--- src/rtl/err_cls_pkg.sv ---
package err_cls_pkg;
  localparam int unsigned GF_M    = 7;
  localparam logic [6:0]  GF_TAPS = 7'h09;  // x^3 + 1 below the x^7 term

  typedef enum logic [1:0] {
    ERR_NONE  = 2'b00,
    ERR_ONE   = 2'b01,
    ERR_TWO   = 2'b10,
    ERR_THREE = 2'b11
  } err_cnt_e;
endpackage

--- src/rtl/gf_reduce.sv ---
module gf_reduce #(
  parameter int unsigned M    = 7,
  parameter logic [M-1:0] TAPS = 7'h09,
  localparam int unsigned W   = 2*M-1
) (
  input  logic [W-1:0] wide_i,
  output logic [M-1:0] red_o
);
  logic [M-1:0] acc;
  logic         msb;

  // Horner evaluation: acc = acc*x + wide[k] mod p(x)
  always_comb begin
    acc = '0;
    msb = 1'b0;
    for (int k = W-1; k >= 0; k--) begin
      msb = acc[M-1];
      acc = {acc[M-2:0], wide_i[k]} ^ (msb ? TAPS : '0);
    end
  end

  assign red_o = acc;
endmodule

--- src/rtl/gf_sqr.sv ---
module gf_sqr #(
  parameter int unsigned M    = 7,
  parameter logic [M-1:0] TAPS = 7'h09
) (
  input  logic [M-1:0] a_i,
  output logic [M-1:0] sq_o
);
  localparam int unsigned W = 2*M-1;
  logic [W-1:0] spread;

  always_comb begin
    spread = '0;
    for (int i = 0; i < M; i++) spread[2*i] = a_i[i];
  end

  gf_reduce #(.M(M), .TAPS(TAPS)) u_red (.wide_i(spread), .red_o(sq_o));
endmodule

--- src/rtl/gf_mul.sv ---
module gf_mul #(
  parameter int unsigned M    = 7,
  parameter logic [M-1:0] TAPS = 7'h09
) (
  input  logic [M-1:0] a_i,
  input  logic [M-1:0] b_i,
  output logic [M-1:0] p_o
);
  localparam int unsigned W = 2*M-1;
  logic [W-1:0] prod;

  always_comb begin
    prod = '0;
    for (int i = 0; i < M; i++)
      for (int j = 0; j < M; j++)
        prod[i+j] = prod[i+j] ^ (a_i[i] & b_i[j]);
  end

  gf_reduce #(.M(M), .TAPS(TAPS)) u_red (.wide_i(prod), .red_o(p_o));
endmodule

--- src/rtl/gf_cube.sv ---
module gf_cube #(
  parameter int unsigned M    = 7,
  parameter logic [M-1:0] TAPS = 7'h09
) (
  input  logic [M-1:0] a_i,
  output logic [M-1:0] cube_o
);
  logic [M-1:0] a_sq;

  gf_sqr #(.M(M), .TAPS(TAPS)) u_sqr (.a_i(a_i), .sq_o(a_sq));
  gf_mul #(.M(M), .TAPS(TAPS)) u_mul (.a_i(a_sq), .b_i(a_i), .p_o(cube_o));
endmodule

--- src/rtl/err_cls_enc.sv ---
module err_cls_enc
  import err_cls_pkg::*;
(
  input  logic     par_i,
  input  logic     any_syn_i,
  input  logic     sig_nz_i,
  output err_cnt_e flag_o
);
  always_comb begin
    if (!par_i) flag_o = any_syn_i ? ERR_TWO   : ERR_NONE;
    else        flag_o = sig_nz_i  ? ERR_THREE : ERR_ONE;
  end
endmodule

--- src/rtl/err_count_cls.sv ---
module err_count_cls
  import err_cls_pkg::*;
#(
  parameter int unsigned M       = GF_M,
  parameter logic [M-1:0] TAPS    = GF_TAPS,
  parameter bit           REG_OUT = 1'b1
) (
  input  logic         clk_i,
  input  logic         rst_ni,
  input  logic         par_i,
  input  logic [M-1:0] syn1_i,
  input  logic [M-1:0] syn3_i,
  output logic [1:0]   flag_o
);
  logic [M-1:0] s1_cube;
  logic [M-1:0] sigma0;
  logic         any_syn;
  logic         sig_nz;
  err_cnt_e     flag_d;

  gf_cube #(.M(M), .TAPS(TAPS)) u_cube (.a_i(syn1_i), .cube_o(s1_cube));

  assign sigma0  = s1_cube ^ syn3_i;
  assign sig_nz  = |sigma0;
  assign any_syn = |{syn1_i, syn3_i};

  err_cls_enc u_enc (
    .par_i    (par_i),
    .any_syn_i(any_syn),
    .sig_nz_i (sig_nz),
    .flag_o   (flag_d)
  );

  if (REG_OUT) begin : g_reg
    logic [1:0] flag_q;
    always_ff @(posedge clk_i or negedge rst_ni) begin
      if (!rst_ni) flag_q <= ERR_NONE;
      else         flag_q <= flag_d;
    end
    assign flag_o = flag_q;

    assert_odd_parity_R2: assert property (@(posedge clk_i) disable iff (!rst_ni)
      par_i |=> flag_o[0]);
    assert_even_parity_R2: assert property (@(posedge clk_i) disable iff (!rst_ni)
      !par_i |=> !flag_o[0]);
    assert_clean_word_R3: assert property (@(posedge clk_i) disable iff (!rst_ni)
      (!par_i && syn1_i == '0 && syn3_i == '0) |=> flag_o == ERR_NONE);
    assert_even_nonzero_R4: assert property (@(posedge clk_i) disable iff (!rst_ni)
      (!par_i && (syn1_i != '0 || syn3_i != '0)) |=> flag_o == ERR_TWO);
    assert_parity_bit_only_R5: assert property (@(posedge clk_i) disable iff (!rst_ni)
      (par_i && syn1_i == '0 && syn3_i == '0) |=> flag_o == ERR_ONE);
    assert_odd_s3_only_R6: assert property (@(posedge clk_i) disable iff (!rst_ni)
      (par_i && syn1_i == '0 && syn3_i != '0) |=> flag_o == ERR_THREE);
  end else begin : g_comb
    assign flag_o = flag_d;
  end
endmodule

--- config.mk ---
export PLATFORM = sky130hd
export DESIGN_NAME = err_count_cls
export DESIGN_NICKNAME = d
export VERILOG_FILES = /design/src/rtl/err_cls_pkg.sv /design/src/rtl/gf_reduce.sv /design/src/rtl/gf_sqr.sv /design/src/rtl/gf_mul.sv /design/src/rtl/gf_cube.sv /design/src/rtl/err_cls_enc.sv /design/src/rtl/err_count_cls.sv
export SDC_FILE = /design/constraint.sdc
export NUM_CORES = 1
export LEC_CHECK = 0
export BUFFER_PORTS_ARGS = -buffer_cell sky130_fd_sc_hd__buf_2
export CAP_MARGIN = 25
export CORE_MARGIN = 4
export CORE_UTILIZATION = 40
export DETAILED_ROUTE_END_ITERATION = 7
export PLACE_DENSITY_LB_ADDON = 0.2
export SLEW_MARGIN = 10
export SYNTH_ARGS = -nofsm -noshare
export SYNTH_HDL_FRONTEND = slang
export SYNTH_SLANG_ARGS = --single-unit
--- constraint.sdc ---
create_clock -name clk_i -period 0.8 [get_ports clk_i]
set_input_delay 0.08 -clock clk_i [delete_from_list [all_inputs] [get_ports clk_i]]
set_output_delay 0.08 -clock clk_i [all_outputs]
set_load 0.02 [all_outputs]
==> impl_metrics.tcl, run 1 <==
set metrics [dict create \
    dieArea_um2 2960 \
    synthMostInstantiatedCell "xnor2_1" \
    die_x_um 54.4 \
    leakagePower_nw 0.554 \
    first_pass_iters 4 \
    period_share_pct 236 \
    final_cells 177 \
    cts_tree "yes" \
    ys_seq_elements 2 \
    slew_headroom_pct 78.6 \
    status "complete, but fails checks" \
    root_buffer "clkbuf_4" \
    fin_area_um2 1260 \
    diodes 0 \
    vias_per_cell 4.85 \
    critPathMaxFanout 3 \
    dp_hpwl_um 1810 \
    cts_buffer_depth 2 \
    place_inst 166 \
    ff_latch_area_um2 50.0 \
    h-tree-depth 1 \
    yosysUniqueCellTypes 26 \
    io_pins 19 \
    grt_pass1_vias 820 \
    arrival_ns 1.99 \
    drt-total-wl_um 2380 \
    end_kind "register" \
    portBuffers 18 \
    swShare_pct 40.8 \
    ys_async_sr_fraction_pct 100 \
    synthTopCellsByCount "xnor2_1, nand2_1, ha_1, xor2_1, nor2_1" \
    antenna_found_initial 0 \
    synth_nets 137 \
    netlist_instances 112 \
    pwr-share-seq_pct 7.1 \
    largest_reg_flops 2 \
    clock.fmax_mhz 529 \
    internal_power_w 0.000890 \
    post-route-drc-count 0 \
    rsz0062_at_grt "yes" \
    cp.required_ns 0.90 \
    n_fill_cell 176 \
    fin_setup_tns_ns -1.10 \
    drive_above_1_share_pct 38.0 \
    gr-total-overflow 0 \
    grt_max_degree 13 \
    design.core.area_um2 2000 \
    syn2layout_area_growth_pct 46.7 \
    finalHoldViolCount 0 \
    synth_area_leaders "xnor2_1, ha_1, xor2_1" \
    setup_violations 2 \
    synth-main-ff-cell "dfrtp_1" \
    clkPwrFrac_pct 16.0 \
    netSwitchingPower_w 0.000613 \
    slew_viol_final 0 \
    wl_per_cell_um 13.5 \
    ys_warn_count 0 \
    p_per_area_nw_per_um2 1190 \
    nNetsFinal 177 \
    vdd_drop_max_mv 0.709 \
    yosysTopAreaCell "xnor2_1" \
    num_rows 16 \
    die_h_um 54.4 \
    whs_ns 0.171 \
    start_util_pct 43.0 \
    synth_top_cell_area_share_pct 33.6 \
    setup_slack_ns -1.09 \
    tightest_slew_ns 0.318 \
    hp-class "input pin to async pin" \
    ys_seq_area_share_pct 5.81 \
    multi_input_area_um2 812 \
    drtIter0Drc 18 \
    post_synth_instance_area_um2 861 \
    antenna_left 0 \
    clk_pin_slew_ns 0.04 \
    grt_first_pass_wirelength_um 3530 \
    combPwrFrac_pct 76.9 \
    avgSynthCellArea_um2 7.69 \
    place_area_um2 1080 \
    grtUsageTotal_pct 16.6 \
    route.vias.total 859 \
    synth-edff-count 0 \
    start_kind "input pin" \
    cts_made_buffers 3 \
    place_congestion 0.777 \
    crit_type "input pin to register" \
    min_period_ns 1.89 \
    failed_checks "setup timing" \
    cts_sinks 2 \
    maxCapViolations 0 \
]
## path summary, 6_finish.rpt
check	startpoint	endpoint	slack [ns]	cells past startpoint
min in group clk_i	par_i	flag_o[1]	0.21	3
max in group asynchronous	rst_ni	flag_o[1]	0.51	2
setup / recovery	syn1_i[4]	flag_o[1]	-1.09	13
hold / removal	rst_ni	flag_o[0]	0.17	2
## power groups by stage
stage / combinational (W) / clock, W / sequential, W
after global routing: 0.00124 / 0.000248 / 0.000107
after CTS: 0.00110 / 0.000247 / 0.000107
after detailed placement: 0.000979 / 0 / 0.000107
final: 0.00116 / 0.000240 / 0.000107
after global placement: 0.000959 / 0 / 0.000107
after floorplan: 0.000733 / 0 / 0.000112
## repair_timing
action | CTS | global route
hold buffers | 2 | 0
buffers inserted | 4 | 2
pin swaps | 13 | 13
endpoints found under the setup margin | 2 | 3
resized for setup | 15 | 6
hold endpoints to repair | 3 | 0
## cell type report
class                   count  area share (%)
multi-input cells          97            64.3
well taps                  27            2.68
clock buffers               3            1.78
flip-flops and latches      2            3.96
inverters                   5            1.68
repair buffers             43            25.6
## worst max-delay path: stages
cell	delay, ns
buf_8	0.08
inv_4	0.03
ha_4	0.27
inv_2	0.04
ha_4	0.28
buf_6	0.10
buf_6	0.09
xor2_1	0.18
nand2_1	0.09
xnor2_1	0.19
xnor2_1	0.16
mux2i_1	0.10
o31a_1	0.29
## stage by stage
step                      setup WS [ns]  utilization (%)  power (W)
final                             -1.09             63.1    0.00150
after global routing              -1.18             63.1    0.00159
after detailed placement          -1.41             54.2    0.00109
after CTS                         -1.08             61.1    0.00145
after floorplan                   -1.26                -   0.000846
after global placement            -1.36             54.2    0.00107
## placed cells by master (no fill, tap or decap), types with 2 or more instances in the layout
cell type       n
inv_1           3
nor3_1          3
nand2_1        12
ha_4            3
mux2i_1         3
clkbuf_4        3
buf_2          14
nor2_1          6
buf_6           6
xor2_1          8
nor4_1          3
buf_4          20
ha_1            5
o22ai_1         2
xnor2_2         6
dlygate4sd3_1   2
xnor2_1        29
a21oi_1         4
dfrtp_1         2
nor2b_1         3
## layer usage
metal	up-vias	wire length, um	GRT usage [%]
li1	435	-	-
met1	394	903	17.9
met2	28	1320	33.9
met3	2	136	0.817
met4	0	23	4.98
met5	-	0	0
## kinds of logic (layout without fill, tap and decap cells)
kind of cell	after synthesis	count (layout)	share of synthesized area (%)
fa+ha+maj	8	8	11.6
buf+inv	13	51	7.70
simple gates	33	33	18.6
mux	3	3	3.49
compound gates	10	10	7.27
flops	2	2	5.81
xor+xnor	43	43	45.5
Note: power is estimated with default switching activity, not from simulation.
==> run 2, diff against run 1 <==
- PLACE_DENSITY: default -> 0.72
- PLACE_DENSITY_LB_ADDON: 0.2 -> default
- REMOVE_ABC_BUFFERS: default -> 1
==> run 2 against run 1 <==
The flow still finishes with violations (setup timing). Via count increased by 2.3%. Combinational power decreased by 5%. First-iteration DRC count decreased by 44%. Cell count increased by 1.7%. Maximum frequency increased by 4.8%. Hold slack improved by 0.0023 ns. Power decreased by 4.4%. Clock-buffer cell count unchanged. Final area about the same. Sequential power about the same.
==> impl_metrics.tcl, run 2 (synthesis gave the netlist of run 1 again) <==
set metrics [dict create \
    num_rows 16 \
    die_x_um 54.4 \
    post-route-drc-count 0 \
    dp_slack_ns -1.45 \
    highest_layer "met3" \
    status "complete, but fails checks" \
    portBuffers 18 \
    p_per_area_nw_per_um2 1140 \
    hp-class "input pin to async pin" \
    place_inst 172 \
    cts_made_buffers 3 \
    final_cells 180 \
    dp_hpwl_um 1860 \
    slew_viol_final 0 \
    syn2layout_area_growth_pct 46.5 \
    crit_end "flag_o[1]" \
    cts_sinks 2 \
    timing.critical_path.mode_cell "xnor2_1" \
    die_h_um 54.4 \
    setup_slack_ns -1.00 \
    min_period_ns 1.80 \
    drt-total-wl_um 2400 \
    failed_checks "setup timing" \
    root_buffer "clkbuf_4" \
    drt-met1-wl_um 1020 \
    wl_met3_um 71 \
    cts_buffer_depth 2 \
    cp_cell_sequence "buf_8, inv_4, ha_4, buf_4, buf_4, nand2b_1, xnor2_1, xnor2_1, xor2_1, xnor2_1, o211ai_1, o31a_1" \
    nNetsFinal 180 \
    grt_pass1_vias 984 \
    drive_above_1_share_pct 37.9 \
    whs_ns 0.174 \
    layout_commonest_cell "xnor2_1" \
    io_pins 19 \
    first_pass_iters 4 \
    cts_tree "yes" \
    max_stage_delay_ns 0.28 \
    vdd_drop_max_mv 0.849 \
    vias_per_cell 4.88 \
    totalPowerFinal_w 0.00144 \
    grt_first_pass_wirelength_um 4160 \
    grtUsageTotal_pct 19.3 \
    rsz0062_at_grt "yes" \
    clk_pin_slew_ns 0.03 \
    place_congestion 0.840 \
    end_kind "register" \
    gr-total-overflow 0 \
    cp-startpoint "syn1_i[4]" \
    clock.fmax_mhz 555 \
    mostFrequentLayoutCells "xnor2_1, buf_4, buf_2" \
    grt_max_degree 13 \
    drtIter0Drc 10 \
    n_fill_cell 180 \
    h-tree-depth 1 \
    tightest_slew_ns 0.396 \
    arrival_ns 1.91 \
    critPathMaxFanout 3 \
    route.vias.total 879 \
    finalHoldViolCount 0 \
    slew_headroom_pct 73.4 \
    crit_type "input pin to register" \
    setup_violations 1 \
    maxCapViolations 0 \
    start_kind "input pin" \
    wl_per_cell_um 13.3 \
    antenna_found_initial 0 \
    leakagePower_nw 0.553 \
    final_core_util_pct 63.0 \
    design.core.area_um2 2000 \
    largest_reg_flops 2 \
    cp.required_ns 0.91 \
    dieArea_um2 2960 \
    period_share_pct 225 \
    start_util_pct 43.0 \
    slowest_stage "o31a_1" \
    wl_met2_um 1310 \
    diodes 0 \
    antenna_left 0 \
]
run 2: layout make-up:
class	count	area, um^2	area share, %
multi-input combinational	97	797	63.2
tap	27	33.8	2.68
inverter	5	23.8	1.88
clock buffer	3	22.5	1.79
sequential	2	50.0	3.97
timing repair buffer	46	334	26.5
run 2: metrics by stage:
stage               TNS [ns]  area (um^2)
finish                 -1.00         1260
global placement       -1.37         1110
detailed placement     -1.45         1110
CTS                    -1.01         1260
global route           -1.16         1260
floorplan              -1.31          813
run 2: worst min path at each step:
stage                       from        end
final                     rst_ni  flag_o[0]
after CTS                 rst_ni  flag_o[1]
after global placement    rst_ni  flag_o[1]
after detailed placement  rst_ni  flag_o[1]
after global routing      rst_ni  flag_o[1]
after floorplan           rst_ni  flag_o[0]
run 2: layer usage:
layer	global-route usage [%]	vias up
met4	4.56	0
met5	0	-
met1	21.9	415
li1	-	444
met3	1.63	0
met2	37.8	20
run 2: repair_timing:
action / CTS / global route
endpoints found under the hold margin: 3 / 0
pin swaps: 12 / 7
resized for setup: 19 / 0
hold buffers: 2 / 0
cloned: 0 / 0
buffers inserted: 3 / 0
endpoints found under the setup margin: 3 / 3
run 2: critical path, delay by kind of cell:
kind | cells | cell delay [ns]
AOI/OAI and AO/OA | 2 | 0.38
xor gates and xnor gates | 4 | 0.65
buffers and inverters | 4 | 0.44
and+or+nand+nor | 1 | 0.15
adders and majority gates | 1 | 0.20
run 2: where the power goes:
part,switching (W),total [W],internal (W)
Sequential,0.00000157,0.000107,0.000106
Clock,0.0000639,0.000230,0.000166
Combinational,0.000512,0.00110,0.000588
